File: src/rtl/extpin_pkg.sv
package extpin_pkg;

  // Register addresses on the bus
  localparam logic [2:0] ADDR_SENSE  = 3'd0;
  localparam logic [2:0] ADDR_PRIO   = 3'd1;
  localparam logic [2:0] ADDR_SOURCE = 3'd2;
  localparam logic [2:0] ADDR_MSET   = 3'd3;
  localparam logic [2:0] ADDR_MCLR   = 3'd4;

  // Detection mode codes (4-bit view of a mode field)
  localparam logic [3:0] MODE_FALL = 4'd0;
  localparam logic [3:0] MODE_RISE = 4'd1;
  localparam logic [3:0] MODE_LOW  = 4'd2;
  localparam logic [3:0] MODE_HIGH = 4'd3;
  localparam logic [3:0] MODE_BOTH = 4'd4;

  typedef enum logic [1:0] {
    RD_ZERO   = 2'd0,
    RD_SENSE  = 2'd1,
    RD_PRIO   = 2'd2,
    RD_SOURCE = 2'd3
  } rdSelE;

  typedef struct packed {
    logic  wrSense;
    logic  wrPrio;
    logic  wrSource;
    logic  wrMaskSet;
    logic  wrMaskClr;
    rdSelE rdSel;
  } strobeS;

endpackage

File: src/rtl/extpin_decode.sv
module extpin_decode
  import extpin_pkg::*;
(
  input  logic       regWrite,
  input  logic [2:0] regAddr,
  output strobeS     strb
);

  always_comb begin
    strb           = '0;
    strb.rdSel     = RD_ZERO;
    strb.wrSense   = regWrite && (regAddr == ADDR_SENSE);
    strb.wrPrio    = regWrite && (regAddr == ADDR_PRIO);
    strb.wrSource  = regWrite && (regAddr == ADDR_SOURCE);
    strb.wrMaskSet = regWrite && (regAddr == ADDR_MSET);
    strb.wrMaskClr = regWrite && (regAddr == ADDR_MCLR);
    unique case (regAddr)
      ADDR_SENSE:  strb.rdSel = RD_SENSE;
      ADDR_PRIO:   strb.rdSel = RD_PRIO;
      ADDR_SOURCE: strb.rdSel = RD_SOURCE;
      default:     strb.rdSel = RD_ZERO;  // write-only and unused addresses
    endcase
  end

endmodule

File: src/rtl/extpin_core.sv
module extpin_core
  import extpin_pkg::*;
#(
  parameter int NUM_PINS = 8,
  parameter int SENSE_W  = 4,
  parameter int FLAG_W   = 8
) (
  input  logic                clk,
  input  logic                rstN,
  input  logic [NUM_PINS-1:0] extPins,
  input  strobeS              strb,
  input  logic [31:0]         wdata,
  output logic [31:0]         rdata,
  output logic [NUM_PINS-1:0] pinIrq,
  output logic                irqOut
);

  localparam int PRIO_W = 4;

  logic [NUM_PINS-1:0] syncA, syncB, prevB;
  logic [NUM_PINS-1:0] pendReg, maskReg;
  logic [31:0]         senseReg, prioReg;
  logic [FLAG_W-1:0]   srcVec;

  // Two-flop synchroniser plus one history flop for edge detection
  always_ff @(posedge clk or negedge rstN) begin
    if (!rstN) begin
      syncA <= '0;
      syncB <= '0;
      prevB <= '0;
    end else begin
      syncA <= extPins;
      syncB <= syncA;
      prevB <= syncB;
    end
  end

  always_ff @(posedge clk or negedge rstN) begin
    if (!rstN) begin
      senseReg <= '0;
      prioReg  <= '0;
    end else begin
      if (strb.wrSense) senseReg <= wdata;
      if (strb.wrPrio)  prioReg  <= wdata;
    end
  end

  for (genvar k = 0; k < NUM_PINS; k++) begin : g_pin
    localparam int MODE_LO = 32 - (k + 1) * SENSE_W;
    localparam int PRIO_LO = 32 - (k + 1) * PRIO_W;
    localparam int FLAG_B  = FLAG_W - 1 - k;

    logic [3:0] modeCode;
    logic       edgeHit, levelMode, levelAct, clrHit;

    assign modeCode = 4'(senseReg[MODE_LO +: SENSE_W]);

    always_comb begin
      edgeHit   = 1'b0;
      levelMode = 1'b0;
      levelAct  = 1'b0;
      case (modeCode)
        MODE_FALL: edgeHit = prevB[k] & ~syncB[k];
        MODE_RISE: edgeHit = ~prevB[k] & syncB[k];
        MODE_BOTH: edgeHit = prevB[k] ^ syncB[k];
        MODE_LOW:  begin levelMode = 1'b1; levelAct = ~syncB[k]; end
        MODE_HIGH: begin levelMode = 1'b1; levelAct = syncB[k];  end
        default:   edgeHit = 1'b0;  // undefined codes detect nothing
      endcase
    end

    assign clrHit = strb.wrSource && !wdata[FLAG_B];

    always_ff @(posedge clk or negedge rstN) begin
      if (!rstN) begin
        pendReg[k] <= 1'b0;
        maskReg[k] <= 1'b1;
      end else begin
        if (levelMode) pendReg[k] <= levelAct;
        else           pendReg[k] <= edgeHit | (pendReg[k] & ~clrHit);
        if (strb.wrMaskSet && wdata[FLAG_B])      maskReg[k] <= 1'b1;
        else if (strb.wrMaskClr && wdata[FLAG_B]) maskReg[k] <= 1'b0;
      end
    end

    assign pinIrq[k] = pendReg[k] & ~maskReg[k] & (|prioReg[PRIO_LO +: PRIO_W]);
  end

  assign irqOut = |pinIrq;

  always_comb begin
    srcVec = '0;
    for (int k = 0; k < NUM_PINS; k++) srcVec[FLAG_W-1-k] = pendReg[k];
  end

  always_comb begin
    unique case (strb.rdSel)
      RD_SENSE:  rdata = senseReg;
      RD_PRIO:   rdata = prioReg;
      RD_SOURCE: rdata = 32'(srcVec);
      default:   rdata = '0;
    endcase
  end

endmodule

File: src/rtl/extpin_irqctl.sv
module extpin_irqctl
  import extpin_pkg::*;
#(
  parameter int NUM_PINS = 8,
  parameter int SENSE_W  = 4,
  parameter int FLAG_W   = 8
) (
  input  logic                clk,
  input  logic                rstN,
  input  logic [NUM_PINS-1:0] extPins,
  input  logic                regWrite,
  input  logic [2:0]          regAddr,
  input  logic [31:0]         regWdata,
  output logic [31:0]         regRdata,
  output logic [NUM_PINS-1:0] pinIrq,
  output logic                irqOut
);

  strobeS strb;

  extpin_decode u_decode (
    .regWrite (regWrite),
    .regAddr  (regAddr),
    .strb     (strb)
  );

  extpin_core #(
    .NUM_PINS (NUM_PINS),
    .SENSE_W  (SENSE_W),
    .FLAG_W   (FLAG_W)
  ) u_core (
    .clk     (clk),
    .rstN    (rstN),
    .extPins (extPins),
    .strb    (strb),
    .wdata   (regWdata),
    .rdata   (regRdata),
    .pinIrq  (pinIrq),
    .irqOut  (irqOut)
  );

endmodule

File: config.mk
export PLATFORM = sky130hd
export DESIGN_NAME = extpin_irqctl
export DESIGN_NICKNAME = d
export VERILOG_FILES = /design/src/rtl/extpin_pkg.sv /design/src/rtl/extpin_decode.sv /design/src/rtl/extpin_core.sv /design/src/rtl/extpin_irqctl.sv
export SDC_FILE = /design/constraint.sdc
export NUM_CORES = 1
export LEC_CHECK = 0
export ABC_AREA = 1
export BUFFER_PORTS_ARGS = -buffer_cell sky130_fd_sc_hd__buf_2
export CORE_MARGIN = 1.5
export CORE_UTILIZATION = 39
export CTS_CLUSTER_DIAMETER = 200
export CTS_CLUSTER_SIZE = 30
export DETAILED_ROUTE_END_ITERATION = 8
export MAX_ROUTING_LAYER = met4
export PLACE_DENSITY = 0.58
export SYNTH_ARGS = -nofsm -noshare
export SYNTH_HDL_FRONTEND = slang
export SYNTH_HIERARCHICAL = 1
export SYNTH_SLANG_ARGS = --single-unit
File: constraint.sdc
create_clock -name clk -period 1.25 [get_ports clk]
set_input_delay 0.0625 -clock clk [delete_from_list [all_inputs] [get_ports clk]]
set_output_delay 0.0625 -clock clk [all_outputs]
set_load 0.03 [all_outputs]
==> results of run 1 <==
==> through the flow <==
step / setup TNS [ps] / total power, uW / util, % / hold slack (ps)
floorplan: -597 / 6370 / - / -233
global placement: -336 / 7400 / 47.0 / 6.81
detailed placement: -1220 / 7490 / 47.0 / 3.83
CTS: -1030 / 10900 / 55.7 / 177
global route: -2220 / 12000 / 58.7 / 202
finish: -1060 / 11300 / 58.7 / 174
==> power breakdown <==
part	leakage [uW]	switching [uW]	internal (uW)	total, uW
Clock	0.000135	1240	1460	2700
Combinational	0.00207	2350	1810	4160
Sequential	0.00123	415	4060	4480
==> registers in the layout, indices dropped and copies added (netlist names) <==
register         cells
u_core/syncA         8
u_core/syncB         8
u_core/prevB         8
u_core/prioReg      32
u_core/maskReg       8
u_core/senseReg     32
u_core/pendReg       8
==> how the worst min path moves through the flow <==
stage | startpoint | to
final | rstN | u_core/pendReg[0]$_DFF_PN0_
after floorplan | rstN | u_core/pendReg[0]$_DFF_PN0_
after CTS | rstN | u_core/pendReg[7]$_DFF_PN0_
after global placement | rstN | u_core/senseReg[9]$_DFFE_PN0P_
after detailed placement | rstN | u_core/senseReg[9]$_DFFE_PN0P_
after global routing | rstN | u_core/pendReg[0]$_DFF_PN0_
==> what timing repair did <==
| item | 4_1_cts | 5_1_grt |
|---|---|---|
| gates resized for setup | 118 | 79 |
| buffers inserted | 12 | 17 |
| hold buffers | 41 | 0 |
| pin swaps | 24 | 51 |
| hold endpoints to repair | 172 | 0 |
| endpoints found under the setup margin | 38 | 49 |
| cloned | 0 | 1 |
==> worst max-delay path, stage by stage, from the launching register on <==
cell and delay [ps]:
dfrtp_1 380, nor2_1 100, nand3_1 100, nand2_2 80, nand2_1 60, nor2_2 130, nand2_1 80, buf_6 140
==> metal layers <==
metal / up-vias / GRT usage, % / routed length (um)
li1: 2214 / - / -
met1: 2146 / 25.9 / 5910
met2: 112 / 36.0 / 7050
met3: 26 / 5.65 / 576
met4: 0 / 6.10 / 247
met5: - / - / 0
==> area by class of cell <==
class                      instances  area, sq um  area share, %
multi-input combinational        350         2190           29.8
clock buffer                      12          256           3.49
clock inverter                     4         28.8          0.392
sequential                       104         2610           35.6
inverter                         105          397           5.40
tap                              172          215           2.93
timing repair buffer             181         1640           22.4
==> logic make-up (layout without fill, tap and decap cells) <==
group                    after synthesis  count (layout)  synth area share, %
adder cells (fa/ha/maj)               16              16                 4.03
buffers and inverters                128             302                 10.6
AND/OR/NAND/NOR                      192             192                 15.8
XOR/XNOR                               1               1                0.177
flip-flops                           104             104                 52.6
AO/OA/AOI/OAI                        141             141                 16.8
==> placed cells by master, fill, tap and decap left out, drive strengths merged <==
cell type and instances:
o22ai 24, clkinvlp 2, ha 16, nand2 137, nand4 5, inv 105
a22o 8, clkbuf 13, a21oi 20, nand3b 5, nor3 1, or2 1
dlygate4sd3 41, nand3 20, o221ai 8, dfrtp 96, xnor2 1, clkinv 2
o21ai 81, buf 139, dfstp 8, nor2 23
==> metrics, run 1 <==
status=complete, but fails checks; failing checks=setup timing; Tot GR Track Use=about 22%; FP Rows=41; CTS Buf Count=9; Syn Nets=roughly 640; DRT antenna net count=0; Fmax achieved=around 670 MHz; Final Hold Fails=0; Post-Syn Instances=roughly 580; dpl cells=around 850; most common cell in the netlist=nand2_1; Async SR Flop Fraction=100%; Req. time, crit path=1190 ps; maximum fanout along the worst path=2; clk_lat worst skew=350 ps; Die ar.=between 10000 and 15000 sq um; Pleak=0.00343 uW; critical path capture point type=primary output; port bufs=86; worst reg2reg endpoint=u_core/pendReg[7]$_DFF_PN0_; drt drc=0; Cell variety after synth=23; Synth area leaders=dfrtp_1, nand2_1, o21ai_0; Yosys warning count=6; worst reg2reg path depth=6; Final Cell Area=7340 sq um; num ports=87; Crit Path Category=flop to primary output; Worst R2R Setup Slack=20 ps; gr ovfl total=0; # diodes=0; Die Wd=roughly 120 um; proportion of synthesized chip area in sequential cells=52.6%; Die Y=between 100 and 150 um; clk buf depth=2; Worst Setup SP=u_core/prioReg[7]$_DFFE_PN0P_; crit share post-route=120%; Starting Density=slightly below 40%; clock root buffer master=clkbuf_16; largest net degree at the start of global routing=between 40 and 50; Post-synth EDFFs=0; share of layout cells above drive strength 1=a little over a third; Worst VDD drop=about 0.00094 V; clk slew on worst S/H paths=70 ps; Mean Syn Cell Area=between 8 and 9 sq um; DR WL/cell=14.9 um; top cell type by total area after synthesis=dfrtp_1; FF+latch count, synth=about 100; data arrival time of the worst path=roughly 1400 ps; initial antenna violation count=0; CTS tree=built; DR vias=~4500; top_reg_cell synth=dfrtp_1; core area=~13000 sq um; clk_skew=about 3.8 ps; Vias per Instance=between 4 and 5; placed inst area=~5900 sq um; Final Worst Setup Slack=-254 ps; HP Class=primary input to async pin; Post-synth top cells=nand2_1, inv_1, dfrtp_1, o21ai_0, o22ai_1; GPL Wtd Cong=between 0.8 and 0.9; Fill cells=approximately 1100; final WL=between 10000 and 15000 um; NumNets Final=813; fin. max-slew vios=0; Iteration-0 DRC Markers=between 200 and 300; unrepaired setup endpoints after global routing=yes; Synth-to-Final Area Change=48.0%; power per cell area=roughly 1500 nW/um^2; count of final setup violators=13; Syn Std Cell Area=around 5000 sq um; Tmin final=about 1500 ps; H-tree depth=3; Max Cap Violations=0; Post-Layout Cell Count=928; CP Capture Point=irqOut; first-pass GRT wire length=21500 um; startpoint types=flop; hpwl dp=9150 um; top cell type's share of synthesized area=between 40 and 50%; Clock Sinks=roughly 100; Worst-Margin Slew=369 ps; TritonRoute pass-1 iters=5; vias in the first global route=between 4000 and 5000; worst r2r src=u_core/syncB[7]$_DFF_PN0_; Slew headroom=about three quarters; Setup WS pre-CTS=-68.7 ps
Power figures use the tool's default switching activity.
==> inputs of run 2 (changes only) <==
TNS_END_PERCENT = 1   (was default)
==> run 2 against run 1 <==
  * The flow still finishes with violations (setup timing)
  * Via count rose by 0.13%
  * Final cell count down 0.75%
  * Critical path depth fell by 1
  * Non-clock buffer count fell by 7
  * Global-route usage fell by 0.18 points
  * Core utilization fell by 2.8 points
==> metrics, run 2 (synthesized netlist as in run 1, its figures left out) <==
Iteration-0 DRC Markers=245 (-16%); DRT antenna net count=0 (unchanged); CTS tree=built; gr ovfl total=0 (unchanged); FP Rows=41 (unchanged); clk_lat worst skew=350 ps (about the same); Fill cells=1155 (+2.4%); Max Cap Violations=0 (unchanged); Setup WS pre-CTS=-62.1 ps (+6.61 ps); clk slew on worst S/H paths=70 ps (about the same); hpwl dp=9190 um (+0.50%); HP Class=primary input to flop; drt drc=0 (unchanged); Comb pwr share=36.0% (-0.7 points); Buffers & Inverters on Critical Path=1 (unchanged); cell internal pwr=7110 uW (-3.0%); critical path capture point type=primary output; CTS Buf Count=9 (unchanged); H-tree depth=3 (unchanged); Slowest cell on crit path=dfstp_2; Die Wd=116 um (unchanged); count of final setup violators=17 (+4); final core utilization=55.9% (-2.8 points); Seq. cell area=2610 sq um (unchanged); failing checks=setup timing; clk_skew=7.30 ps (+3.52 ps); Largest regs=u_core/prioReg (32), u_core/senseReg (32); first-pass GRT wire length=21300 um (-0.74%); Multi-input gate area=1990 sq um (-9.2%); Slew headroom=53.4% (-22 points); unrepaired setup endpoints after global routing=yes; vias in the first global route=4414 (-1.8%); Tot GR Track Use=21.4% (-0.18 points); GPL Wtd Cong=0.834 (+0.96%); share of layout cells above drive strength 1=29.4% (-6.7 points); Pleak=0.00339 uW (-1.3%); Worst VDD drop=0.00128 V (+36%); Critical Path Max Stage Delay=550 ps (+170 ps); # diodes=0 (unchanged); clock root buffer master=clkbuf_16; commonest non-fill, non-tap cell in the layout=nand2_1; initial antenna violation count=0 (unchanged); NumNets Final=806 (-0.86%); Tmin final=1540 ps (+32.7 ps); status=complete, but fails checks; port bufs=86 (unchanged); final WL=13000 um (-5.9%); Starting Density=39.6% (unchanged); most frequent cells in the layout=nand2_1, dfrtp_1, inv_1, o21ai_0, buf_2; Die ar.=13400 sq um (unchanged); maximum fanout along the worst path=2 (unchanged); Crit Path Category=flop to primary output; sequential share of power=40.5% (+1.0 points); startpoint types=flop; core area=12500 sq um (unchanged); fin. max-slew vios=0 (unchanged); clk buf depth=2 (unchanged); Vias per Instance=4.89 (+0.89%); Die Y=116 um (unchanged); Synth-to-Final Area Change=40.9%; CP top delay family=flip-flops; Clock Sinks=104 (unchanged); Worst-Margin Slew=696 ps (+328 ps); clock power share=23.5% (-0.3 points); Final Hold Fails=0 (unchanged); most frequent CP cell=nand2_1; Sw Ratio=35.2% (-0.13 points); Fmax achieved=651 MHz (-2.1%); largest net degree at the start of global routing=39 (-4.9%); Final Worst Setup Slack=-286 ps (-32.7 ps); data arrival time of the worst path=1470 ps (+30 ps); power per cell area=1570 nW/um^2 (+1.6%); Req. time, crit path=1190 ps (about the same); cells along the critical path=nor2_2 -> nand2_1 -> nand2_1 -> nor2_1 -> nand2_2 -> buf_6; Switching Power=3860 uW (-3.6%); num ports=87 (unchanged); DR WL/cell=14.1 um (-5.2%); crit share post-route=123% (+2.6 points); DR vias=4504 (+0.13%); TritonRoute pass-1 iters=5 (unchanged)
run 2: changes by cell type in the layout (fill, tap and decap cells not counted), moves of 5 or more:
cell      previous run  this run
inv_1               47        82
inv_2               57        23
buf_2               42        48
buf_4               47        41
o221ai_2             2         8
o221ai_4             6         0
clkinv_2             1         6
nand3_1             15        20
nand3_2              5         0
o22ai_4              6         1
run 2: cell type report:
| class | instances | area share (%) |
|---|---|---|
| clock inverters | 7 | 0.555 |
| well taps | 172 | 3.08 |
| inverters | 105 | 5.64 |
| clock buffers | 9 | 3.22 |
| flip-flops and latches | 104 | 37.4 |
| multi-input cells | 350 | 28.4 |
| repair buffers | 174 | 21.7 |
run 2: tightest hold or removal path: stages:
cell     delay [ps]
buf_2           140
nand2_1          50
o21ai_0          70
run 2: repair_timing:
action / CTS / global route
pin swaps: 23 / 22
hold endpoints to repair: 171 / 0
endpoints found under the setup margin: 41 / 49
gates resized for setup: 86 / 48
hold buffers: 40 / 0
setup buffers: 6 / 4
run 2: final timing paths:
path	slack [ps]	cells past startpoint	endpoint	startpoint
max in group asynchronous	600	3	u_core/maskReg[0]$_DFFE_PN1P_	rstN
min in group asynchronous	60	2	u_core/prioReg[11]$_DFFE_PN0P_	rstN
min	20	3	u_core/prioReg[2]$_DFFE_PN0P_	regWdata[2]
max reg2reg	20	6	u_core/pendReg[2]$_DFF_PN0_	u_core/syncB[2]$_DFF_PN0_
min reg2reg	340	0	u_core/syncB[0]$_DFF_PN0_	u_core/syncA[0]$_DFF_PN0_
max	-290	6	irqOut	u_core/maskReg[3]$_DFFE_PN1P_
run 2: power by group through the flow:
stage	Sequential, uW	Combinational (uW)	Clock [uW]
6_report	4450	3950	2570
5_1_grt	4520	4320	2800
4_1_cts	4420	3680	2680
3_5_place_dp	4470	3040	0
3_3_place_gp	4450	3010	0
2_1_floorplan	4370	1950	0
run 2: metrics by stage:
stage                     TNS [ps]  hold WS (ps)  power, uW  area, sq um  std cells
after floorplan               -827          -233       6320         4960        582
after global placement        -297          -118       7450         5870        855
after detailed placement      -748          -121       7510         5870        855
after CTS                    -1590          13.0      10800         6820        917
after global routing         -3920          41.5      11600         6990        921
final                        -1440          21.3      11000         6990        921
run 2: metal layers:
layer	part of all wire (%)	global-route usage (%)
met1	46	27.3
met2	48	33.8
met3	5.2	5.13
met4	1.4	6.75
met5	0	-
==> inputs of run 3 (changes only) <==
ABC_AREA = default   (was 1)
==> run 3 against run 2 <==
  * The flow still finishes with violations (setup timing)
  * Critical endpoint unchanged
  * Flip-flop and latch count unchanged
  * First-iteration DRC count decreased by 43%
  * Clock-buffer cell count increased by 5
  * Core utilization increased by 3.3 points
  * Largest power group unchanged
==> metrics, run 3 <==
status=complete, but fails checks; failing checks=setup timing; num ports=87 (unchanged); GPL Wtd Cong=0.823 (-1.3%); gr ovfl total=0 (unchanged); Buffers & Inverters on Critical Path=2 (+1); Worst Hold Path EP=u_core/prioReg[5]$_DFFE_PN0P_; CP top delay family=simple AND/OR/NAND/NOR gates; Mean Syn Cell Area=12.7 sq um (+49%); cells along the critical path=nor4_2 -> nor3b_2 -> nor4_2 -> buf_4 -> nand2_1 -> buf_6; Syn Nets=443 (-31%); met2 Resource Use GR=31.8% (-2.0 points); setup bufs post-CTS=0 (-6); CTS tree=built; Req. time, crit path=1190 ps (about the same); CTS Buf Count=9 (unchanged); Starting Density=40.2% (+0.52 points); DR vias=3724 (-17%); most frequent CP cell=nor4_2; Hold Path Cell Cnt=2 (-1); startpoint types=flop; Tot Pwr=11500 uW (+5.1%); FP Rows=40 (-2.4%); DRT antenna net count=0 (unchanged); count of final setup violators=42 (+25); gr busiest metal=met2; Vias per Instance=5.01 (+2.5%); DR WL/cell=16.0 um (+14%); power per cell area=1610 nW/um^2 (+2.9%); clk slew on worst S/H paths=70 ps (about the same); Syn Std Cell Area=4840 sq um (-2.4%); worst reg2reg endpoint=u_core/pendReg[0]$_DFF_PN0_; Fmax achieved=549 MHz (-16%); Post-Syn Instances=381 (-35%); crit share post-route=146% (+23 points); Slowest cell on crit path=dfrtp_1; clk_lat worst skew=350 ps (about the same); clock root buffer master=clkbuf_16; most frequent cells in the layout=dfrtp_1, mux2_2, buf_4, buf_2, buf_6; first-pass GRT wire length=19700 um (-7.3%); Pleak=0.00323 uW (-4.8%); proportion of synthesized chip area in sequential cells=53.9% (+1.3 points); H-tree depth=3 (unchanged); largest net degree at the start of global routing=65 (+67%); Setup WS pre-CTS=-302 ps (-240 ps); top cell type by total area after synthesis=dfrtp_1; Slew headroom=76.6% (+23 points); Hold Crit Start=regWdata[5]; Synth area leaders=dfrtp_1, mux2_2, a22o_1; Cell variety after synth=33 (+43%); Die ar.=13100 sq um (-2.3%); Post-synth EDFFs=0 (unchanged); Die Y=114 um (-1.2%); clk buf depth=2 (unchanged); port bufs=86 (unchanged); Tot GR Track Use=20.4% (-1.0 points); fin. max-slew vios=0 (unchanged); Final Worst Setup Slack=-572 ps (-285 ps); Iteration-0 DRC Markers=139 (-43%); vias in the first global route=4003 (-9.3%); Max Cap Violations=0 (unchanged); worst reg2reg path depth=6 (unchanged); met1 usage=26.4% (-0.96 points); core area=12100 sq um (-3.6%); Worst-Margin Slew=351 ps (-345 ps); most common cell in the netlist=dfrtp_1; # diodes=0 (unchanged); Min Hold Slack=8.98 ps (-12.3 ps); critical path capture point type=primary output; initial antenna violation count=0 (unchanged); HP Class=primary input to flop; Synth-to-Final Area Change=47.3%; Worst VDD drop=0.000698 V (-45%); Yosys warning count=6 (unchanged); drt drc=0 (unchanged); top_reg_cell synth=dfrtp_1; commonest non-fill, non-tap cell in the layout=dfrtp_1; Crit Path Category=flop to primary output; maximum fanout along the worst path=2 (unchanged); hpwl dp=8410 um (-8.6%); Async SR Flop Fraction=100% (unchanged); Worst R2R Setup Slack=-130 ps (-150 ps); top cell type's share of synthesized area=49.6% (+1.2 points); Final Hold Fails=0 (unchanged); Critical Path Max Stage Delay=390 ps (-160 ps); unrepaired setup endpoints after global routing=yes; final WL=11900 um (-8.3%); Clock Sinks=104 (unchanged); met3 Usage GRT=2.91% (-2.2 points); share of layout cells above drive strength 1=49.9% (+21 points); NumNets Final=632 (-22%); Largest regs=u_core/prioReg (32), u_core/senseReg (32); data arrival time of the worst path=1760 ps (+290 ps); Die Wd=114 um (-1.2%); FF+latch count, synth=104 (unchanged); TritonRoute pass-1 iters=4 (-1); Post-synth top cells=dfrtp_1, mux2_2, a22o_1, inv_1; clk_skew=8.98 ps (+1.68 ps); worst r2r src=u_core/syncB[0]$_DFF_PN0_; Tmin final=1820 ps (+285 ps)
==> run 3: metrics by stage <==
stage | TNS (ps) | cell area, sq um | cells | util (%)
2_1_floorplan | -240 | 4910 | 381 | -
3_3_place_gp | -12360 | 6040 | 690 | 50.1
3_5_place_dp | -13360 | 6040 | 690 | 50.1
4_1_cts | -6340 | 7020 | 743 | 58.2
5_1_grt | -8310 | 7140 | 743 | 59.2
6_report | -5730 | 7140 | 743 | 59.2
==> run 3: what timing repair did <==
item / in CTS / in global routing
setup endpoints to repair: 43 / 49
pin swaps: 9 / 3
hold buffers: 37 / 0
gates resized for setup: 87 / 21
endpoints found under the hold margin: 162 / 0
==> run 3: where the power goes <==
| group | internal [uW] | switching, uW |
|---|---|---|
| combinational | 2120 | 1710 |
| sequential | 4080 | 646 |
| clock | 1770 | 1200 |
==> run 3: cells by family after synthesis <==
family,share of synthesized area [%]
AO/OA/AOI/OAI,11.6
adder cells (fa/ha/maj),4.13
AND/OR/NAND/NOR,7.33
multiplexers,16.7
XOR/XNOR,1.63
flip-flops,53.9
buffers and inverters,4.67
==> run 3: worst reg2reg max path: stages, from the launching register on <==
cell and delay (ps):
dfrtp_1 350, inv_1 50, ha_1 270, or3_1 300, a21oi_1 130, o21ai_1 80, a22oi_1 130
==> run 3: area by class of cell <==
| class | count | area [sq um] |
|---|---|---|
| repair buffers | 197 | 1690 |
| clock buffers | 14 | 284 |
| inverters | 24 | 90.1 |
| flip-flops and latches | 104 | 2610 |
| clock inverters | 2 | 35.0 |
| fillers | 997 | 4920 |
| multi-input cells | 234 | 2210 |
| well taps | 168 | 210 |
==> run 3: routing by layer <==
layer,wire length [um],vias to the layer above
met3,295,18
li1,-,1781
met1,5450,1862
met5,0,-
met4,238,0
met2,5910,63
==> run 3: how the worst max path moves through the flow <==
stage / slack, ps / cells after the start / start / end
2_1_floorplan: -130 / 4 / u_core/prioReg[23]$_DFFE_PN0P_ / irqOut
3_3_place_gp: -290 / 6 / u_core/prioReg[28]$_DFFE_PN0P_ / irqOut
3_5_place_dp: -300 / 6 / u_core/prioReg[23]$_DFFE_PN0P_ / irqOut
4_1_cts: -650 / 6 / u_core/prioReg[22]$_DFFE_PN0P_ / irqOut
5_1_grt: -710 / 6 / u_core/prioReg[22]$_DFFE_PN0P_ / irqOut
6_report: -570 / 6 / u_core/prioReg[22]$_DFFE_PN0P_ / irqOut
